[src/rtl/serial_reg_bank.sv]
module serial_reg_bank #(
  parameter int       SYNC_STAGES = 2,
  parameter int       WORD_W      = 24,
  parameter int       NUM_REGS    = 7,
  parameter bit [3:0] DEF_IF_A    = 4'd9,
  parameter bit [8:0] DEF_IF_B    = 9'd229,
  parameter bit [8:0] DEF_IF_R    = 9'd160
) (
  input  logic        clk,
  input  logic        rst_n,
  input  logic        ser_clk,
  input  logic        ser_dat,
  input  logic        ser_le,
  input  logic        chip_en,
  output logic        dflt_sel,
  output logic        band_sel,
  output logic        lock_det_en,
  output logic        spur_ctl,
  output logic [3:0]  rf_b,
  output logic [2:0]  rf_a,
  output logic [10:0] rf_fn,
  output logic        r0_load,
  output logic [1:0]  if_freq_sel,
  output logic        osc_sel,
  output logic [1:0]  spur_mode,
  output logic [1:0]  out_pwr,
  output logic        rf_on,
  output logic        if_on,
  output logic [1:0]  if_cur,
  output logic [9:0]  cp_current_ua,
  output logic [1:0]  bw_dur,
  output logic [1:0]  bw_crl,
  output logic        bw_en,
  output logic [1:0]  vco_cur,
  output logic [3:0]  if_a,
  output logic [8:0]  if_b,
  output logic [8:0]  if_r,
  output logic [23:0] test_word
);
  localparam int GATED_FIRST = 4;

  logic [SYNC_STAGES-1:0] clk_sync, le_sync, dat_sync;
  logic                   clk_prev, le_prev;
  logic [WORD_W-1:0]      shreg;
  logic [WORD_W-1:0]      regs [NUM_REGS];
  logic [NUM_REGS-1:0]    hit;

  always_ff @(posedge clk or negedge rst_n) begin
    if (!rst_n) begin
      clk_sync <= '0;
      le_sync  <= '0;
      dat_sync <= '0;
      clk_prev <= 1'b0;
      le_prev  <= 1'b0;
    end else begin
      clk_sync <= {clk_sync[SYNC_STAGES-2:0], ser_clk};
      le_sync  <= {le_sync[SYNC_STAGES-2:0], ser_le};
      dat_sync <= {dat_sync[SYNC_STAGES-2:0], ser_dat};
      clk_prev <= clk_sync[SYNC_STAGES-1];
      le_prev  <= le_sync[SYNC_STAGES-1];
    end
  end

  wire shift_rise = clk_sync[SYNC_STAGES-1] & ~clk_prev;
  wire le_rise    = le_sync[SYNC_STAGES-1] & ~le_prev;

  always_ff @(posedge clk or negedge rst_n) begin
    if (!rst_n) shreg <= '0;
    else if (shift_rise) shreg <= {shreg[WORD_W-2:0], dat_sync[SYNC_STAGES-1]};
  end

  assign hit[0] = shreg[1:0] == 2'b00;
  assign hit[1] = shreg[1:0] == 2'b01;
  assign hit[2] = shreg[1:0] == 2'b10;
  assign hit[3] = shreg[2:0] == 3'b011;
  assign hit[4] = shreg[3:0] == 4'b0111;
  assign hit[5] = shreg[4:0] == 5'b01111;
  assign hit[6] = shreg[5:0] == 6'b011111;

  always_ff @(posedge clk or negedge rst_n) begin
    if (!rst_n) begin
      for (int i = 0; i < NUM_REGS; i++) regs[i] <= '0;
      r0_load <= 1'b0;
    end else begin
      for (int i = 0; i < NUM_REGS; i++)
        if (le_rise && hit[i] && (i < GATED_FIRST || !regs[0][23]))
          regs[i] <= shreg;
      r0_load <= le_rise & hit[0];
    end
  end

  assign dflt_sel    = regs[0][23];
  assign band_sel    = regs[0][22];
  assign lock_det_en = regs[0][21];
  assign spur_ctl    = regs[0][20];
  assign rf_b        = regs[0][19:16];
  assign rf_a        = regs[0][15:13];
  assign rf_fn       = regs[0][12:2];

  assign if_freq_sel = regs[1][23:22];
  assign osc_sel     = regs[1][21];
  assign spur_mode   = regs[1][12:11];
  assign out_pwr     = regs[1][5:4];
  assign rf_on       = chip_en & regs[1][3];
  assign if_on       = chip_en & regs[1][2];

  assign if_cur = regs[2][23:22];
  always_comb begin
    case (if_cur)
      2'b00:   cp_current_ua = 10'd100;
      2'b01:   cp_current_ua = 10'd200;
      2'b10:   cp_current_ua = 10'd300;
      default: cp_current_ua = 10'd800;
    endcase
  end

  assign bw_dur  = regs[3][23:22];
  assign bw_crl  = regs[3][21:20];
  assign bw_en   = regs[3][19];
  assign vco_cur = regs[3][4:3];

  assign if_a      = dflt_sel ? DEF_IF_A : regs[4][16:13];
  assign if_b      = dflt_sel ? DEF_IF_B : regs[4][12:4];
  assign if_r      = dflt_sel ? DEF_IF_R : regs[5][13:5];
  assign test_word = regs[6];
endmodule

[config.mk]
export PLATFORM = sky130hd
export DESIGN_NAME = serial_reg_bank
export DESIGN_NICKNAME = d
export VERILOG_FILES = /design/src/rtl/serial_reg_bank.sv
export SDC_FILE = /design/constraint.sdc
export NUM_CORES = 1
export LEC_CHECK = 0
export BUFFER_PORTS_ARGS = -buffer_cell sky130_fd_sc_hd__buf_2
export CORE_MARGIN = 2
export CORE_UTILIZATION = 40
export CTS_CLUSTER_DIAMETER = 50
export DETAILED_ROUTE_END_ITERATION = 6
export SYNTH_ARGS = -nofsm -noshare
export SYNTH_HDL_FRONTEND = slang
export SYNTH_SLANG_ARGS = --single-unit
[constraint.sdc]
create_clock -name clk -period 1.9 [get_ports clk]
set_input_delay 0.095 -clock clk [delete_from_list [all_inputs] [get_ports clk]]
set_output_delay 0.095 -clock clk [all_outputs]
set_load 0.02 [all_outputs]
==> impl_metrics.yaml <==
run_status:
  status: "finished clean"
cells_and_area:
  fillCellCount: 1102
  area_growth_syn_to_layout_pct: 20.2
  stdcell_count: 605
  antenna_cells: 0
  nets: 431
  drive_gt1_share_pct: 62.4
worst_setup_path:
  crit_slowest_cell: "dfrtp_1"
  required_ps: 2190
  cp_cell_sequence: "nand3b_4 -> or3_1 -> buf_4 -> mux2_4"
  worst-setup-path-type: "register to register"
  slowest_delay_ps: 420
  timing.reg2reg.setup_slack_ps: 220
  cp_data_arrival_time_ps: 1970
  endpoint_kind: "register"
  start_kind: "register"
  cp_max_fo: 13
placed_design:
  hpwl_um: 6530
  finalWeightedCongestion: 0.721
  io_buffers: 99
  placed_cells: 569
floorplanning:
  boundaryPins: 103
  die_y_um: 117
  die_x_um: 117
  core_mm2: 0.0126
  dieArea_mm2: 0.0138
  row_count: 41
  start_util_pct: 40.9
grt:
  gr-total-overflow: 0
  antenna_found_initial: 0
  grt_pass1_wl_um: 16400
  grt_pass1_vias: 3016
  grt_max_degree: 42
  grt_use_total_pct: 15.4
timing:
  finalSetupTns_ps: 0
  setup_viol: 0
  drv_slew: 0
  fin_crit_sh_pct: 88.3
  timing.fmax_ghz: 0.596
  rsz0062_at_grt: "false"
  max_slew_margin_pct: 63.5
  tightest_slew_ps: 548
  hold_viol: 0
  skew_ps: 6.46
  layout_min_cycle_time_ps: 1680
drt:
  wl_um: 9670
  post_drt_via_cell_ratio: 4.58
  initialDrtViolationCount: 79
  wire_per_inst_um: 16.0
  via_count: 2773
  ant_nets: 0
  drc_errors: 0
  drtPass1Iterations: 4
clock_network:
  clockBufferDepth: 2
  cts.clk_slew.worst_paths_ps: 60
  tritoncts: "yes"
  cts-root-buf: "clkbuf_16"
  htreeDepth: 4
  post_cts_buffers: 0
  numCtsBuffers: 17
  cts_resized: 0
  clock_sinks: 119
  ctsHoldBuffers: 4
  insertion_delay_ps: 410
synthesis:
  synth_edf_count: 0
  ys_seq_elements: 119
  yosysTopAreaCell: "dfrtp_1"
  yosys_most_used_dff: "dfrtp_1"
  ys_seq_area_share_pct: 58.0
  synthTopCellsByCount: "dfrtp_1 (119), mux2_2 (91), buf_4 (61)"
  synthCells: 352
  yosys.area.top_type_share_pct: 58.0
  synth_area_mm2: 0.00513
  synth_area_leaders: "dfrtp_1 (58%), mux2_2 (20%), buf_4 (8.9%)"
  postSynth.asyncResetShare_pct: 100
  yosys.cell_count.top_type: "dfrtp_1"
  synth_cell_types: 26
  yosys_warnings: 0
  syn_area_per_cell_um2: 14.6
power:
  vdd_ir_drop_max_mv: 0.432
  p_leak_nw: 3.35
  power_density_mw_per_mm2: 1350
min_path:
  hold_class: "input port to async pin"
run:
  cap_viol_max_count: 0
## area by class of cell
class | instances | area (um2) | area share (%)
well taps | 172 | 215 | 3.49
clock inverters | 12 | 174 | 2.82
clock buffers | 20 | 467 | 7.56
inverters | 4 | 15.0 | 0.243
multi-input cells | 161 | 1640 | 26.6
repair buffers | 117 | 681 | 11.0
flip-flops and latches | 119 | 2980 | 48.2
## layer usage
metal  share of wire, %  GRT usage (%)  vias up  routed length [um]
met1                 45           19.0     1424                4330
met5                  0              0        -                   0
li1                   -              -     1267                   -
met2                 50           24.9       67                4790
met3                4.0           5.01       15                 390
met4                1.7           6.25        0                 165
## cells by family (layout without fill, tap and decap cells)
family	Yosys count	in the layout	synth area share, %
AO/OA/AOI/OAI	3	3	0.292
adder cells (fa/ha/maj)	5	5	1.22
buffers and inverters	74	153	10.4
flip-flops	119	119	58.0
multiplexers	101	101	22.9
other	1	3	0.0730
AND/OR/NAND/NOR	49	49	7.16
## flip-flops by register name, summed over array words and instances, names as in the netlist, 3 cells and up
name,cells
regs,24
shreg,24
test_word,24
rf_fn,11
rf_b,4
rf_a,3
## power breakdown
group | leakage, nW | switching (mW) | internal (mW) | total [mW]
combinational | 1.45 | 0.771 | 0.700 | 1.47
clock | 0.304 | 1.13 | 2.29 | 3.42
sequential | 1.60 | 0.433 | 2.99 | 3.43
total | 3.35 | 2.33 | 5.99 | 8.32
## cell usage in the layout, fill, tap and decap left out
master and n:
nand3b_4 2, or3_1 1, nor2_2 1, mux2_2 91, clkbuf_8 3, bufinv_16 4, dfrtp_1 119, nand2b_1 1
clkinv_2 3, nor2b_2 1, nor4_4 2, o21ai_0 3, or2_2 15, ha_1 5, nand2_1 3, dlygate4sd3_1 4
mux2_4 10, and2_1 2, nor2b_1 14, nor2_1 4, buf_2 98, nor3b_2 1, clkinv_4 1, buf_4 12
clkinvlp_4 4, and4bb_2 1, buf_12 3, conb_1 3, nor4b_4 1, clkbuf_16 17, inv_1 4
## through the flow
stage	cell area, um2	hold WS [ps]	setup slack [ps]	utilization [%]	power, mW
after global placement	5490	110	256	43.7	4.90
after floorplan	5140	-201	162	-	4.62
after detailed placement	5490	122	212	43.7	4.97
after global routing	6170	257	87.9	49.1	8.71
final	6170	219	223	49.1	8.32
after CTS	6170	222	202	49.1	8.43
## worst paths after layout
| path | from | endpoint | depth (start not counted) |
|---|---|---|---|
| min in group clk | le_sync[0] | le_sync[1] | 0 |
| max | le_prev | regs[58] | 4 |
| max in group asynchronous | rst_n | if_cur[0] | 3 |
| min reg2reg | le_sync[0] | le_sync[1] | 0 |
| min | rst_n | rf_fn[8] | 2 |
| max reg2reg | le_prev | regs[58] | 4 |
## critical path: cells and delay by family, from the launching register on
family / cells / cell delay (ps)
buffers and inverters: 1 / 220
flip-flops: 1 / 420
multiplexers: 1 / 320
AND/OR/NAND/NOR: 2 / 600
Power figures use the tool's default switching activity.
